<file path="config.mk">
export PLATFORM = sky130hd
export DESIGN_NAME = wdt_reset_timer
export DESIGN_NICKNAME = d
export VERILOG_FILES = /design/src/rtl/wdt_pkg.sv /design/src/rtl/wdt_mode_decode.sv /design/src/rtl/wdt_edge_detect.sv /design/src/rtl/wdt_tick_counter.sv /design/src/rtl/wdt_seq_fsm.sv /design/src/rtl/wdt_reset_timer.sv
export SDC_FILE = /design/constraint.sdc
export NUM_CORES = 1
export LEC_CHECK = 0
export BUFFER_PORTS_ARGS = -buffer_cell sky130_fd_sc_hd__buf_4
export CORE_MARGIN = 3
export CORE_UTILIZATION = 55
export DETAILED_ROUTE_END_ITERATION = 7
export GPL_TIMING_DRIVEN = 0
export MAX_ROUTING_LAYER = met4
export PLACE_DENSITY = 0.81
export SYNTH_ARGS = -nofsm -noshare
export SYNTH_HDL_FRONTEND = slang
export SYNTH_SLANG_ARGS = --single-unit
</file>
<file path="constraint.sdc">
create_clock -name clk -period 3 [get_ports clk]
set_input_delay 0.15 -clock clk [delete_from_list [all_inputs] [get_ports clk]]
set_output_delay 0.15 -clock clk [all_outputs]
set_load 0.05 [all_outputs]
</file>
<file path="src/rtl/wdt_pkg.sv">
package wdt_pkg;

    typedef enum logic [2:0] {
        ST_PWR_LOW  = 3'd0,
        ST_RST_HOLD = 3'd1,
        ST_WD_RST   = 3'd2,
        ST_WD_FIRST = 3'd3,
        ST_WD_NORM  = 3'd4
    } wdt_state_e;

    typedef enum logic [1:0] {
        LEN_RESET = 2'd0,
        LEN_FIRST = 2'd1,
        LEN_NORM  = 2'd2
    } wdt_len_sel_e;

    function automatic int wdt_max2(input int a, input int b);
        return (a > b) ? a : b;
    endfunction

endpackage

</file>
<file path="src/rtl/wdt_mode_decode.sv">
module wdt_mode_decode #(
    parameter int CNT_W        = 13,
    parameter int EXT_RST      = 2048,
    parameter int EXT_WD_FIRST = 4096,
    parameter int EXT_WD_NORM  = 1024,
    parameter int INT_RST      = 200,
    parameter int INT_WD_SHORT = 100,
    parameter int INT_WD_LONG  = 1600
) (
    input  logic [1:0]       mode_i,
    input  wdt_pkg::wdt_len_sel_e len_sel_i,
    output logic [CNT_W-1:0] len_o
);
    logic [CNT_W-1:0] rst_len;
    logic [CNT_W-1:0] first_len;
    logic [CNT_W-1:0] norm_len;

    always_comb begin
        unique case (mode_i)
            2'b00: begin
                rst_len   = CNT_W'(EXT_RST);
                first_len = CNT_W'(EXT_WD_FIRST);
                norm_len  = CNT_W'(EXT_WD_NORM);
            end
            2'b01: begin
                rst_len   = CNT_W'(INT_RST);
                first_len = CNT_W'(INT_WD_LONG);
                norm_len  = CNT_W'(INT_WD_SHORT);
            end
            default: begin
                rst_len   = CNT_W'(INT_RST);
                first_len = CNT_W'(INT_WD_LONG);
                norm_len  = CNT_W'(INT_WD_LONG);
            end
        endcase
    end

    always_comb begin
        unique case (len_sel_i)
            wdt_pkg::LEN_FIRST: len_o = first_len;
            wdt_pkg::LEN_NORM:  len_o = norm_len;
            default:            len_o = rst_len;
        endcase
    end
endmodule

</file>
<file path="src/rtl/wdt_edge_detect.sv">
module wdt_edge_detect #(
    parameter int SYNC_STAGES = 0
) (
    input  logic clk,
    input  logic rst_n,
    input  logic lvl_i,
    output logic edge_o
);
    logic lvl_s;
    logic prev_q;

    generate
        if (SYNC_STAGES > 0) begin : g_sync
            logic [SYNC_STAGES-1:0] sh_q;
            always_ff @(posedge clk or negedge rst_n) begin
                if (!rst_n) begin
                    sh_q <= '0;
                end else begin
                    sh_q[0] <= lvl_i;
                    for (int i = 1; i < SYNC_STAGES; i++) begin
                        sh_q[i] <= sh_q[i-1];
                    end
                end
            end
            assign lvl_s = sh_q[SYNC_STAGES-1];
        end else begin : g_raw
            assign lvl_s = lvl_i;
        end
    endgenerate

    always_ff @(posedge clk or negedge rst_n) begin
        if (!rst_n) prev_q <= 1'b0;
        else        prev_q <= lvl_s;
    end

    assign edge_o = lvl_s ^ prev_q;
endmodule

</file>
<file path="src/rtl/wdt_tick_counter.sv">
module wdt_tick_counter #(
    parameter int CNT_W = 13
) (
    input  logic             clk,
    input  logic             rst_n,
    input  logic             clr_i,
    input  logic             tick_i,
    input  logic [CNT_W-1:0] len_i,
    output logic             hit_o,
    output logic [CNT_W-1:0] cnt_o
);
    logic [CNT_W-1:0] cnt_q;
    logic [CNT_W:0]   cnt_inc;

    assign cnt_inc = {1'b0, cnt_q} + {{CNT_W{1'b0}}, 1'b1};
    assign hit_o   = tick_i && (cnt_inc >= {1'b0, len_i});
    assign cnt_o   = cnt_q;

    always_ff @(posedge clk or negedge rst_n) begin
        if (!rst_n)      cnt_q <= '0;
        else if (clr_i)  cnt_q <= '0;
        else if (tick_i) cnt_q <= cnt_inc[CNT_W-1:0];
    end
endmodule

</file>
<file path="src/rtl/wdt_seq_fsm.sv">
module wdt_seq_fsm #(
    parameter int CNT_W = 13
) (
    input  logic                  clk,
    input  logic                  rst_n,
    input  logic                  pwr_good_i,
    input  logic                  tick_i,
    input  logic                  wdi_edge_i,
    input  logic                  hit_i,
    input  logic [CNT_W-1:0]      cnt_i,
    output logic                  reset_o,
    output logic                  fault_o,
    output logic                  cnt_clr_o,
    output wdt_pkg::wdt_len_sel_e len_sel_o
);
    import wdt_pkg::*;

    wdt_state_e state_q, state_nxt;

    // state register
    always_ff @(posedge clk or negedge rst_n) begin
        if (!rst_n) state_q <= ST_PWR_LOW;
        else        state_q <= state_nxt;
    end

    // transitions
    always_comb begin
        state_nxt = state_q;
        unique case (state_q)
            ST_PWR_LOW:  state_nxt = ST_RST_HOLD;
            ST_RST_HOLD,
            ST_WD_RST:   if (hit_i) state_nxt = ST_WD_FIRST;
            ST_WD_FIRST: begin
                if (wdi_edge_i)  state_nxt = ST_WD_NORM;
                else if (hit_i)  state_nxt = ST_WD_RST;
            end
            ST_WD_NORM:  if (!wdi_edge_i && hit_i) state_nxt = ST_WD_RST;
            default:     state_nxt = ST_PWR_LOW;
        endcase
        if (!pwr_good_i) state_nxt = ST_PWR_LOW;
    end

    // outputs
    always_comb begin
        reset_o   = 1'b0;
        fault_o   = 1'b0;
        len_sel_o = LEN_RESET;
        unique case (state_q)
            ST_PWR_LOW:  reset_o = 1'b1;
            ST_RST_HOLD: reset_o = 1'b1;
            ST_WD_RST: begin
                reset_o = 1'b1;
                fault_o = 1'b1;
            end
            ST_WD_FIRST: len_sel_o = LEN_FIRST;
            ST_WD_NORM:  len_sel_o = LEN_NORM;
            default:     reset_o = 1'b1;
        endcase
        cnt_clr_o = (state_nxt != state_q) || (state_q == ST_PWR_LOW)
                  || ((state_q == ST_WD_NORM) && wdi_edge_i);
    end

    // a fault is only ever shown with reset asserted
    a_r6_fault_in_reset: assert property (@(posedge clk) disable iff (!rst_n)
        fault_o |-> reset_o);

    // power loss forces the power-low state at the next edge
    a_r2_power_low: assert property (@(posedge clk) disable iff (!rst_n)
        !pwr_good_i |=> (reset_o && !fault_o && cnt_i == '0));

    // a strobe edge while watching restarts the count and keeps reset low
    a_r5_edge_restart: assert property (@(posedge clk) disable iff (!rst_n)
        (pwr_good_i && wdi_edge_i && !reset_o) |=> (cnt_i == '0 && !reset_o));

    // reset cannot end on a cycle without a tick
    a_r3_needs_tick: assert property (@(posedge clk) disable iff (!rst_n)
        (reset_o && !tick_i) |=> reset_o);

    // a fault only starts from a watchdog state
    a_r6_fault_source: assert property (@(posedge clk) disable iff (!rst_n)
        $rose(fault_o) |-> ($past(state_q) == ST_WD_FIRST || $past(state_q) == ST_WD_NORM));

    // reset always releases into the long first period
    a_r4_first_after_reset: assert property (@(posedge clk) disable iff (!rst_n)
        $fell(reset_o) |-> (state_q == ST_WD_FIRST));
endmodule

</file>
<file path="src/rtl/wdt_reset_timer.sv">
module wdt_reset_timer #(
    parameter int EXT_RST      = 2048,
    parameter int EXT_WD_FIRST = 4096,
    parameter int EXT_WD_NORM  = 1024,
    parameter int INT_RST      = 200,
    parameter int INT_WD_SHORT = 100,
    parameter int INT_WD_LONG  = 1600,
    parameter int SYNC_STAGES  = 0
) (
    input  logic       clk,
    input  logic       rst_n,
    input  logic [1:0] mode_i,
    input  logic       tick_i,
    input  logic       pwr_good_i,
    input  logic       wdi_i,
    output logic       reset_o,
    output logic       wdt_fault_o
);
    import wdt_pkg::*;

    localparam int LEN_MAX = wdt_max2(wdt_max2(wdt_max2(EXT_RST, EXT_WD_FIRST), EXT_WD_NORM),
                                      wdt_max2(wdt_max2(INT_RST, INT_WD_SHORT), INT_WD_LONG));
    localparam int CNT_W   = $clog2(LEN_MAX + 1);

    logic             wdi_edge;
    logic             hit;
    logic             cnt_clr;
    logic [CNT_W-1:0] cnt;
    logic [CNT_W-1:0] len;
    wdt_len_sel_e     len_sel;

    wdt_edge_detect #(.SYNC_STAGES(SYNC_STAGES)) u_edge (
        .clk    (clk),
        .rst_n  (rst_n),
        .lvl_i  (wdi_i),
        .edge_o (wdi_edge)
    );

    wdt_mode_decode #(
        .CNT_W        (CNT_W),
        .EXT_RST      (EXT_RST),
        .EXT_WD_FIRST (EXT_WD_FIRST),
        .EXT_WD_NORM  (EXT_WD_NORM),
        .INT_RST      (INT_RST),
        .INT_WD_SHORT (INT_WD_SHORT),
        .INT_WD_LONG  (INT_WD_LONG)
    ) u_dec (
        .mode_i    (mode_i),
        .len_sel_i (len_sel),
        .len_o     (len)
    );

    wdt_tick_counter #(.CNT_W(CNT_W)) u_cnt (
        .clk    (clk),
        .rst_n  (rst_n),
        .clr_i  (cnt_clr),
        .tick_i (tick_i),
        .len_i  (len),
        .hit_o  (hit),
        .cnt_o  (cnt)
    );

    wdt_seq_fsm #(.CNT_W(CNT_W)) u_fsm (
        .clk        (clk),
        .rst_n      (rst_n),
        .pwr_good_i (pwr_good_i),
        .tick_i     (tick_i),
        .wdi_edge_i (wdi_edge),
        .hit_i      (hit),
        .cnt_i      (cnt),
        .reset_o    (reset_o),
        .fault_o    (wdt_fault_o),
        .cnt_clr_o  (cnt_clr),
        .len_sel_o  (len_sel)
    );
endmodule

</file>
# Word-level counts from Yosys, hierarchy flattened
# Cells that the tools add are included.
[totals] out_inout_bits=2 ff_bits=17 word_cells=40 input_bits=7
[op_classes] muxes=15 n_lt_le_gt_ge=1 bitwise=1 n_eq_ne=8 n_reduce_logical=11 n_addsub=1
[op_table] op="$mux W13" n=3
[op_table] op="$pmux W13 S2" n=1
[op_table] op="$pmux W11 S2" n=1
[op_table] op="$mux W3" n=5
[op_table] op="$add A13 B1 Y14 const B" n=1
[op_table] op="$ge A14 B13 Y1" n=1
[op_table] op="$mux W12" n=1
[op_table] op="$pmux W3 S4" n=1
[op_table] op="$eq A3 B2 Y1 const B" n=2
[op_table] op="$eq A2 B1 Y1 const B" n=2
[op_table] op="$pmux W2 S2" n=1
[op_table] op="$reduce_or A2 Y1" n=2
[op_table] op="$eq A3 B1 Y1 const B" n=1
[op_table] op="$eq A3 B3 Y1 const B" n=1
[op_table] op="$logic_and A1 B1 Y1" n=3
[op_table] op="$logic_not A3 Y1" n=1
[op_table] op="$ne A3 B3 Y1" n=1
[op_table] op="$eq A2 B2 Y1 const B" n=1
[op_table] op="$logic_not A2 Y1" n=1
[op_table] op="$logic_or A1 B1 Y1" n=2
[op_table] op="$mux W1" n=2
[op_table] op="$reduce_bool A2 Y1" n=1
[op_table] op="$logic_not A1 Y1" n=1
[op_table] op="$xor A1 B1 Y1" n=1

# Logic depth before layout (Yosys ltp)
[logic_depth] depth_word=14 depth_mapped=13 depth_no_buf=12

# Modules after synthesis
# Synthesis repeated with hierarchy kept, for this count alone.
[unflattened] cells_unflattened=187 hier_area_um2=1637.8
[by_module_without_submodules] mod="wdt_tick_counter" area_per_inst_um2=1158.6 seq_area_each_um2=325.3 cells_per_inst=133 n_inst=1
[by_module_without_submodules] mod="wdt_seq_fsm" area_per_inst_um2=281.5 seq_area_each_um2=75.1 cells_per_inst=28 n_inst=1
[by_module_without_submodules] mod="wdt_mode_decode" area_per_inst_um2=163.9 seq_area_each_um2=0.0 cells_per_inst=24 n_inst=1
[by_module_without_submodules] mod="wdt_edge_detect" area_per_inst_um2=33.8 seq_area_each_um2=25.0 cells_per_inst=2 n_inst=1

# Least setup slack after synthesis
# No wires, ideal clock.
[synth_path] kind="register -> register" start="register u_cnt.cnt_q[2], in the netlist u_cnt.cnt_o[2]" end="register u_cnt.cnt_q[0], in the netlist u_cnt.cnt_o[0]" stages_incl_launch_ff=13 t_arrival_ps=2881 setup_ps=80 synth_period_minus_slack_ps=2962 n_path_buf=2 required_ps=2920 slack_ps=38 cell_sequence="dfrtp_1 -> buf_2 -> nand3_2 -> nor3_1 -> nand3_1 -> xnor2_1 -> ha_1 -> a21o_1 -> a21o_1 -> a2111oi_4 -> a41oi_4 -> buf_6 -> nor3_2"
[synth_via] elab_chain_len=11 elab_cells_between_ends=15 cone_classes="add/sub (1); order compare (1); eq/ne (1); mux (7); reduce/logical (5)"
[synth_rtl] item="start: declaration" line="wdt_tick_counter.sv:12" rtl="logic [CNT_W-1:0] cnt_q;"
[synth_rtl] item="start signal: assignment" line="wdt_tick_counter.sv:22" rtl="else if (tick_i) cnt_q <= cnt_inc[CNT_W-1:0];"
[synth_rtl] item="$add A13 B1 Y14 *" line="wdt_tick_counter.sv:15" rtl="assign cnt_inc = {1'b0, cnt_q} + {{CNT_W{1'b0}}, 1'b1};"
[synth_rtl] item="$ge A14 B13 Y1 *" line="wdt_tick_counter.sv:16" rtl="assign hit_o = tick_i && (cnt_inc >= {1'b0, len_i});"
[synth_rtl] item="$logic_and A1 B1 Y1 *" line="wdt_tick_counter.sv:16"
[synth_rtl] item="$mux W3 or $logic_and A1 B1 Y1 (tied branches)" line="wdt_seq_fsm.sv:35, wdt_seq_fsm.sv:37"
[synth_rtl] item="$mux W3, on equally long branches" line="wdt_seq_fsm.sv:34, wdt_seq_fsm.sv:37"
[synth_rtl] item="$pmux W3 S4 *" line="wdt_seq_fsm.sv:29" rtl="unique case (state_q)"
[synth_rtl] item="$mux W3 *" line="wdt_seq_fsm.sv:40" rtl="if (!pwr_good_i) state_nxt = ST_PWR_LOW;"
[synth_rtl] item="$ne A3 B3 Y1 *" line="wdt_seq_fsm.sv:59" rtl="cnt_clr_o = (state_nxt != state_q) || (state_q == ST_PWR_LOW)"
[synth_rtl] item="$logic_or A1 B1 Y1 *" line="wdt_seq_fsm.sv:59"
[synth_rtl] item="$logic_or A1 B1 Y1 *" line="wdt_seq_fsm.sv:60" rtl="|| ((state_q == ST_WD_NORM) && wdi_edge_i);"
[synth_rtl] item="$mux W13 or $reduce_bool A2 Y1 (tied branches)"
# Every way passes the cells marked *; elsewhere a longest branch is shown, timed or not.
# A chain may end at the register's enable or synchronous reset.

# Final worst setup path
[layout_path] start="register u_cnt.cnt_q[6], in the netlist u_cnt.cnt_o[6]" end="register u_fsm.state_q[2]"
[layout_via] elab_chain_len=7 elab_cells_between_ends=10 cone_classes="add/sub (1); order compare (1); mux (6); reduce/logical (2)"
[layout_rtl] item="$add A13 B1 Y14 *" line="wdt_tick_counter.sv:15"
[layout_rtl] item="$ge A14 B13 Y1 *" line="wdt_tick_counter.sv:16"
[layout_rtl] item="$logic_and A1 B1 Y1 *" line="wdt_tick_counter.sv:16"
[layout_rtl] item="$mux W3 or $logic_and A1 B1 Y1 (tied branches)" line="wdt_seq_fsm.sv:35, wdt_seq_fsm.sv:37"
[layout_rtl] item="$mux W3, on equally long branches" line="wdt_seq_fsm.sv:34, wdt_seq_fsm.sv:37"
[layout_rtl] item="$pmux W3 S4 *" line="wdt_seq_fsm.sv:29"
[layout_rtl] item="$mux W3 *" line="wdt_seq_fsm.sv:40"
[layout_rtl] item="named net u_fsm.state_nxt[2]" line="wdt_seq_fsm.sv:18" rtl="wdt_state_e state_q, state_nxt;"
[layout_rtl] item="end signal: assignment" line="wdt_seq_fsm.sv:23" rtl="else state_q <= state_nxt;"
[layout_rtl] item="end: declaration" line="wdt_seq_fsm.sv:18"
# The timed path passes the listed nets; every way through them passes the cells marked *.

==> results.toml <==
[power]
ir_drop_mv = 0.287
power_density_nw_per_um2 = 202
finalPower_w = 0.000431
total_leakage_power_nw = 0.918

[cells_and_area]
diodes = 0
n_fill_cell = 131
nets = 221
drive_gt1_share_pct = 43.5
areaGrowthSynthToFinish_pct = 36.6
final_util_pct = 82.7

[job]
drv_cap = 0

[worst_setup_path]
startpoint_type = "register"
crit_chain = "nand3_2, nor3_4, nand3_1, xnor2_1, ha_1, a21o_1, a21o_1, a2111oi_4, a41oi_4, clkbuf_16, a21oi_2"
end_kind = "register"
cpPeakStageDelay_ns = 0.48
r2r_cells = 11
crit_path_frequent_cell = "a21o_1"
slowest_stage = "dfrtp_2"
cp.required_ns = 3.24
cp_max_fo = 5
worstSetupPathType = "register to register"
critPathArrivalTime_ns = 3.21

[synth]
yosys-mux-area-fraction_pct = 0.638
seq_area_frac_synth_pct = 27.1
synth_fp_nets = 187
ys_ff_latch = 17
yosys_most_used_dff = "dfrtp_1"
synth_top_family_by_area = "simple AND/OR/NAND/NOR gates"
synth-compound-area-share_pct = 14.4
async_flop_share_pct = 100
synthCells = 167
synth.area.top_cells = "dfrtp_1 27%, ha_1 10%, xor2_1 7.8%"
synth.distinct_cells = 44
synth_most_common_cell = "dfrtp_1"
synth_top_cell_by_area = "dfrtp_1"
syn-cell-area_um2 = 1570
avgSynthCellArea_um2 = 9.39
synth_common_cells = "17 x dfrtp_1, 14 x xor2_1, 13 x ha_1"
synthXorXnorAreaFrac_pct = 13.4
synth_edf_count = 0
yosysWarnings = 0
synthSimpleGateAreaFrac_pct = 29.5
synth_top_area_share_pct = 27.1
synth_fa_ha_area_share_pct = 10.4

[timing]
period_share_pct = 99.0
tns_ns = 0
relSlewSlack_pct = 23.2
worst_slack_ns = 0.0293
drv_slew = 0
rsz0062_at_grt = "true"
finalSetupViolCount = 0
max_freq_ghz = 0.337
post-route-min-period_ns = 2.97
finalHoldViolCount = 0
fin_worst_skew_ns = 0.0112
tightest_slew_ns = 1.14

[detailed_routing]
drt_iter0_markers = 106
viasPerCell = 6.27
ant_nets = 0
drt-pass1-iter-count = 4
wl_um = 4380
drc = 0
wl_per_cell_um = 19.1
vias = 1443

[global_route]
grt_antenna_before_repair = 0
track_usage_pct = 22.0
grt_pass1_vias = 1284
grt_max_degree = 18
grt_pass1_wl_um = 5840
gr-total-overflow = 0

[placed_design]
pre_cts_ws_ns = -0.305
gp_congestion = 0.945
hpwl_um = 2430
io_buffers = 8

[floorplan]
die_height_um = 59.4
std_cell_rows = 18
core_area_um2 = 2590
start_util_pct = 60.5
dieWidth_um = 59.4
die-area_um2 = 3530
ioPinCount = 9

[clocking]
path_clk_slew_ns = 0.12
cts_tree = "done"
cts_buffers = 3
cts_max_level = 1
cts_sinks = 17
clockBufferDepth = 2
root_buffer = "clkbuf_4"
clk_latency_ns = 0.30

[run_status]
status = "finished clean"

[min_path]
hold_depth = 2
hold_path_class = "input port to register"
==> sequential cells by signal (all words and copies together), names as in the netlist <==
name and flops:
u_edge.prev_q 1, u_fsm.state_q 3, u_cnt.cnt_o 13
==> cells by family after synthesis <==
family                     Yosys count
AOI/OAI and AO/OA                   25
DFF                                 17
buffers and inverters               15
adders and majority gates           13
xor gates and xnor gates            24
muxes                                1
and+or+nand+nor                     72
==> worst paths after layout <==
path / from / end / slack, ns
worst max register to register: u_cnt.cnt_o[6] / u_fsm.state_q[2] / 0.03
worst min-delay path: pwr_good_i / u_fsm.state_q[1] / 0.12
worst min register to register: u_fsm.state_q[2] / u_fsm.state_q[0] / 0.69
max in group asynchronous: rst_n / u_cnt.cnt_o[0] / 2.56
min in group asynchronous: rst_n / u_cnt.cnt_o[3] / 0.22
worst max-delay path: u_cnt.cnt_o[6] / u_fsm.state_q[2] / 0.03
==> critical path, delay by kind of cell (launching register included) <==
family                   cells  cell delay, ns
buffers and inverters        1            0.23
AO/OA/AOI/OAI                5            1.17
AND/OR/NAND/NOR              3            0.56
adder cells (fa/ha/maj)      1            0.31
XOR/XNOR                     1            0.15
flip-flops                   1            0.48
==> routing by layer <==
metal	global-route usage (%)	wire length [µm]	up-vias
li1	-	-	676
met1	28.2	1740	693
met2	36.3	2310	64
met3	2.40	243	10
met4	6.47	85	0
met5	-	0	-
==> repair_timing <==
action / 4_1_cts / 5_1_grt
setup endpoints to repair: 16 / 16
gates cloned: 0 / 1
setup buffers: 7 / 12
pin swaps: 4 / 26
resized for setup: 12 / 46
hold buffers: 2 / 0
hold endpoints to repair: 18 / 0
==> layout by cell type (no fill, tap or decap), types with 2 or more instances in the layout <==
cell	n
o21ai_0	4
dlygate4sd3_1	2
ha_1	8
xor2_1	13
nand3_4	3
dfrtp_1	11
buf_6	2
nor3_4	13
nand3_1	6
a21oi_1	2
and3_1	3
inv_1	4
nor2_1	9
a21oi_2	2
dfrtp_2	6
nand4_1	8
xnor2_1	10
a211oi_1	2
nand2b_1	2
buf_4	28
nand2_1	11
nor3_2	2
ha_4	4
clkbuf_4	4
a21o_1	4
==> through the flow <==
stage | area, µm² | hold WS, ns | std cells
2_1_floorplan | 1570 | -0.146 | 167
5_1_grt | 2140 | 0.120 | 230
6_report | 2140 | 0.115 | 230
3_5_place_dp | 1670 | 0.0242 | 205
4_1_cts | 1820 | 0.117 | 218
3_3_place_gp | 1670 | 0.0186 | 205
==> area by class of cell <==
class	count	area, µm²	share of cell area (%)
Clock buffer	3	22.5	1.05
Multi-Input combinational cell	135	1310	61.0
Buffer	8	61.3	2.86
Sequential cell	17	433	20.2
Inverter	6	25.0	1.17
Clock inverter	1	5.00	0.234
Timing Repair Buffer	30	251	11.7
Tap cell	30	37.5	1.75
==> power by group <==
group          leakage (nW)   total, W  switching, W  internal [W]
clock network        0.0177   0.000134     0.0000841     0.0000497
registers             0.223   0.000235    0.00000311      0.000232
logic                 0.678  0.0000630     0.0000389     0.0000241
total                 0.918   0.000431      0.000126      0.000305
(Power assumes the default switching activity.)
